$ cat src/rtl/saw_pkg.sv
package saw_pkg;

    typedef enum logic [1:0] {
        RANGE_FINE   = 2'd0,
        RANGE_MID    = 2'd1,
        RANGE_COARSE = 2'd2
    } range_e;

    // The upper control bit wins over the lower one.
    function automatic range_e decode_range(input logic [1:0] sel);
        if (sel[1])      return RANGE_COARSE;
        else if (sel[0]) return RANGE_MID;
        else             return RANGE_FINE;
    endfunction

endpackage

$ cat src/rtl/saw_divider.sv
module saw_divider
    import saw_pkg::*;
#(
    parameter int CNT_W        = 12,
    parameter int MID_SHIFT    = 4,
    parameter int COARSE_SHIFT = 8
) (
    input  logic             clk,
    input  logic             rst_n,
    input  logic             enable,
    input  logic [CNT_W-1:0] period,
    input  logic [1:0]       range_sel,
    output logic             tick
);
    localparam logic [CNT_W-1:0] DEC_FINE   = CNT_W'(1);
    localparam logic [CNT_W-1:0] DEC_MID    = CNT_W'(1) << MID_SHIFT;
    localparam logic [CNT_W-1:0] DEC_COARSE = CNT_W'(1) << COARSE_SHIFT;

    typedef struct packed {
        logic [CNT_W-1:0] cnt;
    } div_state_t;

    div_state_t state_d, state_q;
    range_e     range_now;
    logic       field_zero;
    logic [CNT_W-1:0] dec_amt;

    always_comb begin
        range_now = decode_range(range_sel);
        unique case (range_now)
            RANGE_MID: begin
                field_zero = (state_q.cnt[CNT_W-1:MID_SHIFT] == '0);
                dec_amt    = DEC_MID;
            end
            RANGE_COARSE: begin
                field_zero = (state_q.cnt[CNT_W-1:COARSE_SHIFT] == '0);
                dec_amt    = DEC_COARSE;
            end
            default: begin
                field_zero = (state_q.cnt == '0);
                dec_amt    = DEC_FINE;
            end
        endcase

        tick    = enable && field_zero;
        state_d = state_q;
        if (!enable) begin
            state_d.cnt = '0;
        end else if (field_zero) begin
            state_d.cnt = period;
        end else begin
            state_d.cnt = state_q.cnt - dec_amt;
        end
    end

    always_ff @(posedge clk or negedge rst_n) begin
        if (!rst_n) state_q <= '0;
        else        state_q <= state_d;
    end

endmodule

$ cat src/rtl/saw_stepper.sv
module saw_stepper #(
    parameter int RATE_W = 6,
    parameter int ACC_W  = 8,
    parameter int STEPS  = 14,
    localparam int STEP_W = $clog2(STEPS)
) (
    input  logic              clk,
    input  logic              rst_n,
    input  logic              enable,
    input  logic              tick,
    input  logic [RATE_W-1:0] rate,
    output logic [STEP_W-1:0] step_o,
    output logic [ACC_W-1:0]  acc_o
);
    localparam logic [STEP_W-1:0] LAST_STEP = STEP_W'(STEPS - 1);

    typedef struct packed {
        logic [STEP_W-1:0] step;
        logic [ACC_W-1:0]  acc;
    } step_state_t;

    step_state_t state_d, state_q;

    always_comb begin
        state_d = state_q;
        if (!enable) begin
            state_d = '0;
        end else if (tick) begin
            if (state_q.step == LAST_STEP) begin
                // wrap: clearing wins over the odd-step addition
                state_d.step = '0;
                state_d.acc  = '0;
            end else begin
                state_d.step = state_q.step + STEP_W'(1);
                if (state_q.step[0]) begin
                    state_d.acc = state_q.acc + ACC_W'(rate);
                end
            end
        end
    end

    always_ff @(posedge clk or negedge rst_n) begin
        if (!rst_n) state_q <= '0;
        else        state_q <= state_d;
    end

    assign step_o = state_q.step;
    assign acc_o  = state_q.acc;

endmodule

$ cat src/rtl/saw_extract.sv
module saw_extract #(
    parameter int ACC_W = 8,
    parameter int OUT_W = 5
) (
    input  logic             enable,
    input  logic [ACC_W-1:0] acc,
    output logic [OUT_W-1:0] sample
);
    always_comb begin
        if (enable && (acc != '0)) sample = acc[ACC_W-1 -: OUT_W];
        else                       sample = '0;
    end
endmodule

$ cat src/rtl/saw_channel.sv
module saw_channel #(
    parameter int PERIOD_W     = 12,
    parameter int RATE_W       = 6,
    parameter int ACC_W        = 8,
    parameter int OUT_W        = 5,
    parameter int STEPS        = 14,
    parameter int MID_SHIFT    = 4,
    parameter int COARSE_SHIFT = 8
) (
    input  logic                clk,
    input  logic                rst_n,
    input  logic                enable,
    input  logic [PERIOD_W-1:0] period,
    input  logic [RATE_W-1:0]   rate,
    input  logic [1:0]          range_sel,
    output logic [OUT_W-1:0]    sample
);
    localparam int STEP_W = $clog2(STEPS);

    logic              div_tick;
    logic [STEP_W-1:0] step_cnt;
    logic [ACC_W-1:0]  acc_val;

    saw_divider #(
        .CNT_W(PERIOD_W), .MID_SHIFT(MID_SHIFT), .COARSE_SHIFT(COARSE_SHIFT)
    ) u_div (
        .clk(clk), .rst_n(rst_n), .enable(enable),
        .period(period), .range_sel(range_sel), .tick(div_tick)
    );

    saw_stepper #(
        .RATE_W(RATE_W), .ACC_W(ACC_W), .STEPS(STEPS)
    ) u_step (
        .clk(clk), .rst_n(rst_n), .enable(enable), .tick(div_tick),
        .rate(rate), .step_o(step_cnt), .acc_o(acc_val)
    );

    saw_extract #(
        .ACC_W(ACC_W), .OUT_W(OUT_W)
    ) u_ext (
        .enable(enable), .acc(acc_val), .sample(sample)
    );

endmodule

$ cat config.mk
export PLATFORM = sky130hd
export DESIGN_NAME = saw_channel
export DESIGN_NICKNAME = d
export VERILOG_FILES = /design/src/rtl/saw_pkg.sv /design/src/rtl/saw_divider.sv /design/src/rtl/saw_stepper.sv /design/src/rtl/saw_extract.sv /design/src/rtl/saw_channel.sv
export SDC_FILE = /design/constraint.sdc
export NUM_CORES = 1
export LEC_CHECK = 0
export ABC_AREA = 0
export ABC_CLOCK_PERIOD_IN_PS = 5890
export BUFFER_PORTS_ARGS = -buffer_cell sky130_fd_sc_hd__buf_2
export CORE_MARGIN = 5
export CORE_UTILIZATION = 45
export CTS_BUF_LIST = sky130_fd_sc_hd__clkbuf_2
export CTS_CLUSTER_DIAMETER = 50
export DETAILED_ROUTE_END_ITERATION = 10
export MAX_ROUTING_LAYER = met4
export PLACE_DENSITY_LB_ADDON = 0.15
export SKIP_LAST_GASP = 1
export SLEW_MARGIN = 25
export SYNTH_ARGS = -nofsm -noshare
export SYNTH_HDL_FRONTEND = slang
export SYNTH_SLANG_ARGS = --single-unit
$ cat constraint.sdc
create_clock -name clk -period 5.89 [get_ports clk]
set_input_delay 1.4725 -clock clk [delete_from_list [all_inputs] [get_ports clk]]
set_output_delay 1.4725 -clock clk [all_outputs]
set_load 0.03 [all_outputs]
==> flow_summary.ini <==
[status]
status = complete, no violations

[flow_run]
cap_violations = 0

[place]
dpl.hpwl_mm = 2.530
placed_cell_area_sq_mm = 0.001785
io_buffers = 27
pre_cts_slack_ns = 2.174
routabilityCongestion = 0.8787

[yosys]
yosys_warnings = 0
synth_top_family_by_area = compound AO/OA/AOI/OAI gates
synth-compound-area-share_pct = 25.02
synthAdderAreaFrac_pct = 10.50
ys_seq_area_share_pct = 37.07
synthMuxAreaShare_pct = 1.931
synth_simple_gate_area_share_pct = 17.37
synth_area_per_cell_sq_um = 9.420
synthCells = 172
yosysTopAreaCell = dfrtp_1
synth_flop_cell = dfrtp_1
synthArstFlopShare_pct = 100.0
synth_edf_count = 0
ys_types = 45
yosys.area.top_type_share_pct = 37.07
synthTopCellsByArea = dfrtp_1, ha_1, a22o_1
synth_xor_area_share_pct = 4.324
syn_nets = 208
ys_ff_latch = 24
netlist_area_sq_mm = 0.001620

[global_routing]
track_usage_pct = 15.06
antenna_found_initial = 0
grt_pass1_vias = 1390
grt_max_degree = 31
grt_overflow_total = 0
grt_pass1_wl_mm = 6.009

[routing]
routed_wl_mm = 3.390
wl_per_cell_um = 14.01
drc = 0
dr.pass1.iters = 4
drt-initial-drc-count = 50
vias_per_cell = 5.566
vias = 1347
drt.antenna.violating_nets = 0

[critical_path]
critical_path_buf_inv_count = 2
path_delay_family = buffers and inverters
r2r_start = u_div.state_q[0]
cp_common_cell = buf_2
crit_start = enable
cp_cell_sequence = buf_2, and2_1, buf_2
slowest_delay_ns = 0.39
cp.arrival_ns = 2.25
cp-end-kind = output port
cp_max_fo = 30
cp.required_ns = 4.42
critPathKind = primary input to output port
start_kind = primary input
slowest_stage = buf_2

[layout]
layout_commonest_cell = buf_2
post-route-util_pct = 52.82
final_layout_size_suffix_gt1_share_pct = 17.86
nNetsFinal = 233
layout_common_cells = buf_2, dfrtp_1, nand2_1
layout.cell_area.non_filler_sq_mm = 0.001804
syn2layout_area_growth_pct = 11.35
num_antenna_cells = 0

[floorplanning]
die_height_um = 70.01
fp.dieW_um = 70.01
start_util_pct = 47.44
rows = 21
ios = 28
core_area_sq_mm = 0.003416
design.die.area_sq_mm = 0.004901

[power]
p_per_area_mw_per_mm2 = 413.3
switchingPower_uw = 324.3
netSwitchingFraction_pct = 43.49
leakage_uw = 0.0009114
p_int_uw = 421.4
power_frac_comb_pct = 54.3
p_seq_share_pct = 36.6
ir_drop_mv = 0.1621
clock_power_share_pct = 9.1

[sta]
setup_tns_ns = 0
hold_violations = 0
timing.final.ws_setup_ns = 2.164
slew_viol_final = 0
period_share_pct = 63.27
hold_slack_ns = 0.5093
rsz0062_at_grt = no
min_period_ns = 3.726
worst_pin_slew_ns = 0.8564
fmax_mhz = 268.4
clock_skew_ns = 0.02213
maxSlewHeadroom_pct = 42.90
setup_viol = 0

[clock_tree]
clkSinkCount = 24
cts_resized = 0
cts_buffers = 3
ctsRootBufferMaster = clkbuf_2
post-cts-setup-buffer-count = 0
clk_latency_ns = 0.36
cts_buffer_depth = 2
cts_tree = built
ctsHoldBuffers = 0
ctsHtreeMaxLevel = 1
path_clk_slew_ns = 0.25

[worst_hold_path]
min-delay-path-class = flop to flop
hp-start = u_step.step_o[3]
[final timing paths]
path                       depth (start not counted)  slack, ns          endpoint
setup / recovery                                   3       2.16         sample[3]
hold / removal                                     1       0.51  u_step.step_o[3]
setup reg to reg                                   8       3.61  u_div.state_q[8]
hold reg to reg                                    1       0.51  u_step.step_o[3]
max in group asynchronous                          1       4.46  u_div.state_q[5]
min in group asynchronous                          1       1.05  u_div.state_q[8]
[final cells by class]
type                       instances  area, sq um
fill                             339         1612
multi-input combinational        132        958.4
sequential                        24        600.6
timing repair buffer              27        135.1
tap                               46        57.56
inverter                           9        33.78
clock buffer                       3        15.01
clock inverter                     1        3.754
[routing by layer]
metal,up-vias,routed length (um),global-route usage (%)
met5,-,0,-
met4,0,34,4.894
met3,4,151,2.296
met2,28,1688,25.92
met1,633,1517,18.02
li1,682,-,-
[kinds of logic (layout without fill, tap and decap cells)]
group	Yosys count	in the layout
DFF	24	24
muxes	3	3
and+or+nand+nor	52	52
buffers and inverters	16	40
xor gates and xnor gates	8	8
adders and majority gates	13	13
AOI/OAI and AO/OA	56	56
[power groups by stage]
stage	Combinational (uW)	Sequential (uW)	Clock [uW]
final	405	273	67.8
after floorplan	338	262	0
after detailed placement	405	276	0
after global routing	464	284	75.2
after global placement	397	274	0
after CTS	408	273	69.9
[through the flow]
step / total power (uW) / cells
CTS: 750.6 / 242
floorplan: 600.4 / 172
global route: 823.0 / 242
global placement: 670.7 / 238
finish: 745.6 / 242
detailed placement: 681.4 / 238
[state kept, by name (all words and copies together), names as in the netlist]
| signal | cells |
|---|---|
| u_step.acc_o | 8 |
| u_div.state_q | 12 |
| u_step.step_o | 4 |
[synthesized netlist by cell type, types with 2 or more instances]
library cell and instances:
o211ai_1 2, o211a_1 4, inv_1 9, mux2i_1 2
and3_1 2, a21boi_0 2, a22o_1 7, a211oi_1 2
nor3_1 2, ha_1 12, xnor2_1 7, a2111oi_0 3
dfrtp_1 24, nand2b_1 3, a21o_1 4, a21oi_1 10
a31oi_1 2, nand3_1 5, nor4_1 3, o31ai_1 3
nand2_1 16, and2_1 8, nor2_1 6, clkbuf_1 6
o21ai_0 8
[worst reg2reg max path: stages, from the launching register on]
cell and delay (ns):
dfrtp_1 0.44, inv_1 0.06, ha_1 0.21, ha_1 0.20, or3b_4 0.41, a2111oi_0 0.51
xnor2_1 0.17, nand2_1 0.06, a21boi_0 0.19
No activity file was read; power rests on OpenSTA's default activity.
